[src/rtl/nbc_pkg.sv]
package nbc_pkg;

    typedef enum logic [1:0] {
        BW_8   = 2'b00,
        BW_16  = 2'b01,
        BW_32  = 2'b10,
        BW_RSV = 2'b11
    } bus_width_e;

    typedef enum logic [2:0] {
        SRC_NOR  = 3'd0,
        SRC_NAND = 3'd1,
        SRC_SRAM = 3'd2,
        SRC_I2C  = 3'd3,
        SRC_UART = 3'd4,
        SRC_NONE = 3'd7
    } boot_src_e;

    // Logical-to-pin shift for a width code; the reserved code acts as 8-bit.
    function automatic logic [1:0] width_shift(input logic [1:0] w);
        case (bus_width_e'(w))
            BW_16:   return 2'd1;
            BW_32:   return 2'd2;
            default: return 2'd0;
        endcase
    endfunction

endpackage

[src/rtl/boot_state_regs.sv]
module boot_state_regs
    import nbc_pkg::*;
#(
    parameter int unsigned       MODE_W    = 4,
    parameter logic [MODE_W-1:0] CODE_NOR  = MODE_W'(0),
    parameter logic [MODE_W-1:0] CODE_NAND = MODE_W'(1),
    parameter logic [MODE_W-1:0] CODE_SRAM = MODE_W'(2),
    parameter logic [MODE_W-1:0] CODE_I2C  = MODE_W'(3),
    parameter logic [MODE_W-1:0] CODE_UART = MODE_W'(4)
) (
    input  logic              clk,
    input  logic              rst_n,
    input  logic [MODE_W-1:0] boot_pins_i,
    input  logic              reg_we_i,
    input  logic              reg_wbit_i,
    output logic [MODE_W-1:0] mode_o,
    output logic [2:0]        src_o,
    output logic              nand_boot_o,
    output logic              ovr_o
);

    typedef struct packed {
        logic [MODE_W-1:0] mode;
        logic              ovr;
    } state_t;

    state_t state_d, state_q;

    always_comb begin
        state_d = state_q;
        if (!rst_n) begin
            state_d.mode = boot_pins_i;
            state_d.ovr  = (boot_pins_i == CODE_NAND);
        end else if (reg_we_i) begin
            state_d.ovr = reg_wbit_i;
        end
    end

    always_ff @(posedge clk) begin
        state_q <= state_d;
    end

    boot_src_e src;
    always_comb begin
        if (state_q.mode == CODE_NOR)       src = SRC_NOR;
        else if (state_q.mode == CODE_NAND) src = SRC_NAND;
        else if (state_q.mode == CODE_SRAM) src = SRC_SRAM;
        else if (state_q.mode == CODE_I2C)  src = SRC_I2C;
        else if (state_q.mode == CODE_UART) src = SRC_UART;
        else                                src = SRC_NONE;
    end

    assign mode_o      = state_q.mode;
    assign src_o       = src;
    assign nand_boot_o = (src == SRC_NAND);
    assign ovr_o       = state_q.ovr;

    // Marks cycles whose previous edge was already out of reset.
    logic run_d, run_q;
    always_comb run_d = rst_n;
    always_ff @(posedge clk) begin
        run_q <= run_d;
    end

    // mode frozen once out of reset
    assert_mode_held_R1: assert property (@(posedge clk) disable iff (!rst_n)
        run_q |-> $stable(state_q.mode));

    // a write lands on the following cycle
    assert_ovr_write_R6: assert property (@(posedge clk) disable iff (!rst_n)
        reg_we_i |=> (ovr_o == $past(reg_wbit_i)));

    // no write, no change
    assert_ovr_hold_R6: assert property (@(posedge clk) disable iff (!rst_n)
        (run_q && !$past(reg_we_i)) |-> $stable(state_q.ovr));

endmodule

[src/rtl/addr_pin_mapper.sv]
module addr_pin_mapper
    import nbc_pkg::*;
#(
    parameter int unsigned PIN_W   = 24,
    localparam int unsigned LADDR_W = PIN_W + 2
) (
    input  logic [LADDR_W-1:0] laddr_i,
    input  logic [1:0]         width_i,
    output logic [PIN_W-1:0]   pin_o,
    output logic               qual_o
);

    logic [1:0] shift;
    assign shift = width_shift(width_i);

    for (genvar g = 0; g < PIN_W; g++) begin : g_pin
        assign pin_o[g] = (shift == 2'd2) ? laddr_i[g+2] :
                          (shift == 2'd1) ? laddr_i[g+1] :
                                            laddr_i[g];
    end

    // The qualifying bit always lands on the topmost pin.
    assign qual_o = pin_o[PIN_W-1];

endmodule

[src/rtl/nand_strobe_gate.sv]
module nand_strobe_gate (
    input  logic oe_n_i,
    input  logic we_n_i,
    input  logic qual_i,
    output logic re_n_o,
    output logic wr_n_o
);

    assign re_n_o = ~(~oe_n_i & qual_i);
    assign wr_n_o = ~(~we_n_i & qual_i);

endmodule

[src/rtl/nand_boot_ctrl.sv]
module nand_boot_ctrl
    import nbc_pkg::*;
#(
    parameter int unsigned PIN_W  = 24,
    parameter int unsigned MODE_W = 4,
    localparam int unsigned LADDR_W = PIN_W + 2
) (
    input  logic               clk,
    input  logic               rst_n,
    input  logic [MODE_W-1:0]  boot_pins_i,
    input  logic [1:0]         bus_width_i,
    input  logic [LADDR_W-1:0] laddr_i,
    input  logic               mc_oe_n_i,
    input  logic               mc_we_n_i,
    input  logic               mc_cs1_n_i,
    input  logic               reg_we_i,
    input  logic               reg_wbit_i,
    output logic [PIN_W-1:0]   pin_addr_o,
    output logic               nand_re_n_o,
    output logic               nand_we_n_o,
    output logic               cs1_pin_n_o,
    output logic               bootrom_sel_o,
    output logic               reg_rbit_o,
    output logic [MODE_W-1:0]  boot_mode_o,
    output logic [2:0]         boot_src_o,
    output logic               nand_boot_o
);

    logic ovr;
    logic qual;

    boot_state_regs #(.MODE_W(MODE_W)) i_state (
        .clk         (clk),
        .rst_n       (rst_n),
        .boot_pins_i (boot_pins_i),
        .reg_we_i    (reg_we_i),
        .reg_wbit_i  (reg_wbit_i),
        .mode_o      (boot_mode_o),
        .src_o       (boot_src_o),
        .nand_boot_o (nand_boot_o),
        .ovr_o       (ovr)
    );

    addr_pin_mapper #(.PIN_W(PIN_W)) i_map (
        .laddr_i (laddr_i),
        .width_i (bus_width_i),
        .pin_o   (pin_addr_o),
        .qual_o  (qual)
    );

    nand_strobe_gate i_gate (
        .oe_n_i (mc_oe_n_i),
        .we_n_i (mc_we_n_i),
        .qual_i (qual),
        .re_n_o (nand_re_n_o),
        .wr_n_o (nand_we_n_o)
    );

    // Chip-select steering.
    assign cs1_pin_n_o   = ovr | mc_cs1_n_i;
    assign bootrom_sel_o = ovr & ~mc_cs1_n_i;
    assign reg_rbit_o    = ovr;

    // Qualifier taken straight from the width code, apart from the mapper.
    logic chk_qual;
    assign chk_qual = (bus_width_i == 2'b01) ? laddr_i[PIN_W]   :
                      (bus_width_i == 2'b10) ? laddr_i[PIN_W+1] :
                                               laddr_i[PIN_W-1];

    // override keeps the external pin inactive
    assert_cs1_blocked_R4: assert property (@(posedge clk) disable iff (!rst_n)
        reg_rbit_o |-> (cs1_pin_n_o && (bootrom_sel_o == !mc_cs1_n_i)));

    // no override, pin passes through
    assert_cs1_pass_R5: assert property (@(posedge clk) disable iff (!rst_n)
        !reg_rbit_o |-> ((cs1_pin_n_o == mc_cs1_n_i) && !bootrom_sel_o));

    // read strobe needs the controller output enable
    assert_re_needs_oe_R7: assert property (@(posedge clk) disable iff (!rst_n)
        !nand_re_n_o |-> !mc_oe_n_i);

    // write strobe needs the controller write enable
    assert_we_needs_we_R8: assert property (@(posedge clk) disable iff (!rst_n)
        !nand_we_n_o |-> !mc_we_n_i);

    // qualifier low keeps both strobes idle
    assert_qual_low_idle_R9: assert property (@(posedge clk) disable iff (!rst_n)
        !chk_qual |-> (nand_re_n_o && nand_we_n_o));

endmodule

[config.mk]
export PLATFORM = sky130hd
export DESIGN_NAME = nand_boot_ctrl
export DESIGN_NICKNAME = d
export VERILOG_FILES = /design/src/rtl/nbc_pkg.sv /design/src/rtl/boot_state_regs.sv /design/src/rtl/addr_pin_mapper.sv /design/src/rtl/nand_strobe_gate.sv /design/src/rtl/nand_boot_ctrl.sv
export SDC_FILE = /design/constraint.sdc
export NUM_CORES = 1
export LEC_CHECK = 0
export BUFFER_PORTS_ARGS = -buffer_cell sky130_fd_sc_hd__buf_2
export CORE_MARGIN = 1
export CORE_UTILIZATION = 35
export CTS_CLUSTER_SIZE = 40
export DETAILED_ROUTE_END_ITERATION = 7
export PLACE_DENSITY = 0.7
export SYNTH_ARGS = -nofsm -noshare
export SYNTH_HDL_FRONTEND = slang
export SYNTH_HIERARCHICAL = 1
export SYNTH_SLANG_ARGS = --single-unit
[constraint.sdc]
create_clock -name clk -period 0.97 [get_ports clk]
set_input_delay 0.0485 -clock clk [delete_from_list [all_inputs] [get_ports clk]]
set_output_delay 0.0485 -clock clk [all_outputs]
set_load 0.01 [all_outputs]
# Word level (Yosys, flattened, before mapping)
# Index checks and enable logic that the tools add are counted.
[classes]
addsub = 0
mul = 0
div_mod_pow = 0
n_lt_le_gt_ge = 0
n_eq_ne = 11
shift = 0
muxes = 56
n_bitwise = 9
reduce_logical = 1
[ops]
columns = ["operator", "count"]
rows = [
  ["2-to-1 mux 1 bit", 50],
  ["2-to-1 mux 3 bit", 4],
  ["equality test 4 x 1 -> 1 bit (second input constant)", 2],
  ["equality test 4 x 2 -> 1 bit (second input constant)", 2],
  ["NOT 1 bit", 5],
  ["equality test 2 x 1 -> 1 bit (second input constant)", 2],
  ["equality test 2 bit (second input constant)", 2],
  ["equality test 4 x 3 -> 1 bit (second input constant)", 1],
  ["logical NOT 4 bit", 1],
  ["one-hot mux 2 bit (2 select lines)", 1],
  ["bitwise AND 1 bit", 3],
  ["equality test 3 x 1 -> 1 bit (second input constant)", 1],
  ["2-to-1 mux 2 bit", 1],
  ["!= test 2 x 1 -> 1 bit (second input constant)", 1],
  ["OR 1 bit", 1],
]
[word_totals]
reg_bits = 5
latch_bits = 0
ram_bits = 0
mem_bits_ro = 0
output_inout_bits = 37
wordCells = 79
memories = 0

# Longest topological paths before layout
[logic_depth]
depth_word = 7
depth_mapped = 5
mapped_depth_nobuf = 3

# Modules after synthesis
# The synthesis kept the hierarchy.
[modules_own_cells]
columns = ["mod", "n_inst", "cells_per_inst", "area_each_um2", "seq_area_each_um2"]
rows = [
  ["addr_pin_mapper", 1, 82, 829.5, 0.0],
  ["boot_state_regs", 1, 14, 212.7, 150.1],
  ["nand_boot_ctrl", 1, 2, 15.0, 0.0],
  ["nand_strobe_gate", 1, 2, 12.5, 0.0],
]

# Least setup slack after synthesis
# OpenSTA, ideal clock, no wires.
[synth_path]
path_kind = "reg-to-output"
from = "reg i_state.state_q (netlist bit i_state/mode_o[3])"
to = "out nand_boot_o"
arrival_time_ns = 0.970
required_time_ns = 0.922
setup_slack_ns = -0.049
stages_incl_launch_ff = 2
n_path_buf = 0
cell_sequence = "edfxtp_1 > nor4b_1"
[synth_via]
elab_chain_cells = 7
elab_cells_between_ends = 11
cone_classes = "5 x eq/ne; 5 x mux; 1 x reduce/logical"
[synth_rtl]
columns = ["element", "line", "text"]
rows = [
  ["start: declaration", "boot_state_regs.sv:27", "state_t state_d, state_q;"],
  ["start signal: assignment", "boot_state_regs.sv:40", "state_q <= state_d;"],
  ["equality test 4 x 3 -> 1 bit", "boot_state_regs.sv:49", "else if (state_q.mode == CODE_UART) src = SRC_UART;"],
  ["2-to-1 mux 2 bit", "boot_state_regs.sv:49", ""],
  ["2-to-1 mux 3 bit", "boot_state_regs.sv:48", "else if (state_q.mode == CODE_I2C) src = SRC_I2C;"],
  ["2-to-1 mux 3 bit", "boot_state_regs.sv:47", "else if (state_q.mode == CODE_SRAM) src = SRC_SRAM;"],
  ["2-to-1 mux 3 bit", "boot_state_regs.sv:46", "else if (state_q.mode == CODE_NAND) src = SRC_NAND;"],
  ["2-to-1 mux 3 bit *", "boot_state_regs.sv:45", "if (state_q.mode == CODE_NOR) src = SRC_NOR;"],
  ["equality test 3 x 1 -> 1 bit *", "boot_state_regs.sv:55", "assign nand_boot_o = (src == SRC_NAND);"],
  ["end: declaration", "nand_boot_ctrl.sv:26", "output logic nand_boot_o"],
]
# Mark *: on every way between the ends. The rest lies on a longest branch, timed or not.

# Worst setup path after layout
# Ends and elaborated chain as after synthesis.

==> flow_summary.yaml <==
outcome:
  status: "finished with violations"
  violations: "DRC, setup timing"
clock_network:
  cts_sinks: 5
  tritoncts: "done"
  root_buffer: "clkbuf_4"
  clkTransAtPathRegs_ps: 40
  clockBufferDepth: 2
  cts_made_buffers: 3
  ctsHtreeMaxLevel: 1
grt:
  grt_pass1_vias: 1011
  grt_antenna_before_repair: 0
  grt_usage: 0.1670
  grt_overflow: 0
  grt_pass1_wl_mm: 4.422
  grt_max_degree: 29
timing:
  relSlewSlack: 0.8464
  finalHoldViolations: 0
  max_freq_ghz: 0.8577
  final.period_utilization: 1.202
  finalCriticalPeriod_ps: 1166
  slew_violations: 0
  fin_ws_ps: -196.0
  tightest_slew_ps: 224.0
  rsz0062_at_grt: "yes"
  final-setup-viol-count: 7
detailed_routing:
  wl_met2_mm: 1.473
  ant_nets: 0
  first_pass_iters: 6
  wl_met3_um: 138
  drc: 8
  drt-met1-wl_mm: 1.090
  wl_per_cell_um: 12.75
  viasPerCell: 5.104
  top_layer: "met3"
  drt_iter0_markers: 48
  routed_wl_mm: 2.703
  vias: 1082
final_layout:
  area_growth_pct: 49.12
  instances_no_fill: 212
  final_common_cell: "buf_2"
  fin_nets: 221
  fin_util: 0.5639
  postLayoutCellArea_um2: 1595
  final_cell_mix: "buf_2 (72), mux2i_1 (71), buf_12 (5), edfxtp_1 (5), dlygate4sd3_1 (4)"
  antenna_cells: 0
  drive_gt1_frac: 0.4972
synthesis:
  ys_warn_count: 6
  synth_seq_cells: 5
  yosysUniqueCellTypes: 19
  synthCells: 100
  synth_area_per_cell_um2: 10.70
  synth-seq-area-share: 0.1404
  synth_area_um2: 1070
  syn_nets: 139
critical_path:
  worst_ep_arrival_time_ps: 1120
  cp_max_fo: 5
  crit_type: "flip-flop to primary output"
  required_ps: 920
  start_kind: "flip-flop"
  endpoint_kind: "primary output"
placed_design:
  hpwl_mm: 2.153
  io_buffers: 75
  place_congestion: 0.7237
  placed_cells: 201
  place_area_um2: 1456
floorplan:
  rows: 19
  io_pins: 76
  die_w_um: 57.29
  core_area_um2: 2829
  start_util: 0.3782
  dieArea_um2: 3282
  die_y_um: 57.29
power:
  leakage_uw: 0.0009025
  power.density_nw_per_um2: 783.3
  max-vdd-ir-drop_v: 0.0008710
job:
  drv_cap: 0
min_path:
  min_path_type: "input pin to flip-flop"
## routing by layer
metal | global-route usage | vias to the layer above
met5 | 0 | -
met4 | 0.05226 | 0
met3 | 0.02494 | 0
met2 | 0.3261 | 38
met1 | 0.1830 | 503
li1 | - | 541
## worst paths after layout
path	start	end	slack, ps	cells after the start
worst max-delay path	i_state/mode_o[3]$_DFFE_PN_	nand_boot_o	-200	2
worst min-delay path	reg_we_i	i_state/ovr_o$_DFFE_PP_	90	2
## repair_timing
| item | in CTS | in global routing |
|---|---|---|
| gates resized for setup | 7 | 2 |
| endpoints found under the setup margin | 8 | 12 |
| buffers inserted | 0 | 3 |
| hold endpoints to repair | 4 | 0 |
| hold buffers | 4 | 0 |
| gates cloned | 0 | 0 |
## where the power goes
part | internal [uW] | switching (uW) | total (uW) | leakage, uW
clock network | 155 | 77.0 | 232 | 0.0000150
logic | 386 | 353 | 739 | 0.000838
registers | 260 | 18.6 | 279 | 0.0000497
total | 801 | 448 | 1250 | 0.000903
## cell type report
class	count	area [um^2]
Fill cell	245	1234
Multi-Input combinational cell	84	819.5
Timing Repair Buffer	87	556.8
Sequential cell	5	150.1
Tap cell	31	38.79
Clock buffer	4	26.28
Inverter	1	3.754
## stage by stage
step	power [uW]	setup TNS, ps	hold WS [ps]	setup slack [ps]
2_1_floorplan	697.1	0	147.4	68.47
3_3_place_gp	944.7	0	239.0	28.11
3_5_place_dp	969.7	-74.24	241.7	-69.36
4_1_cts	1244	-895.3	86.62	-210.3
5_1_grt	1343	-1206	92.88	-278.2
6_report	1250	-842.6	94.21	-196.0
## cell families (layout without fill, tap and decap cells)
logic type             after synthesis  in the layout  synth area share
buffers and inverters               11             92            0.1053
AO/OA/AOI/OAI                        3              3           0.02105
flip-flops                           5              5            0.1403
multiplexers                        72             72            0.6737
AND/OR/NAND/NOR                      9              9           0.05966
## Yosys cell counts
cell type / number / share of area
mux2i_1: 72 / 0.67
edfxtp_1: 5 / 0.14
buf_12: 3 / 0.056
a211o_1: 2 / 0.016
buf_2: 2 / 0.0094
buf_4: 2 / 0.014
nand2b_1: 2 / 0.012
and2b_2: 1 / 0.0082
buf_6: 1 / 0.011
clkbuf_2: 1 / 0.0047
clkbuf_4: 1 / 0.0070
inv_1: 1 / 0.0035
nand2_1: 1 / 0.0035
nor4b_1: 1 / 0.0082
o21ai_1: 1 / 0.0047
or2_1: 1 / 0.0059
or2_2: 1 / 0.0059
or2b_1: 1 / 0.0070
or4b_1: 1 / 0.0094
## sequential cells by signal (all words and copies together) (netlist names)
name	count
i_state/ovr_o	1
i_state/mode_o	4
## critical path, cell delays in order, from the launching register on
cell and delay [ps]:
edfxtp_1 440, nor4b_2 280, buf_2 160
(Power assumes the default switching activity.)
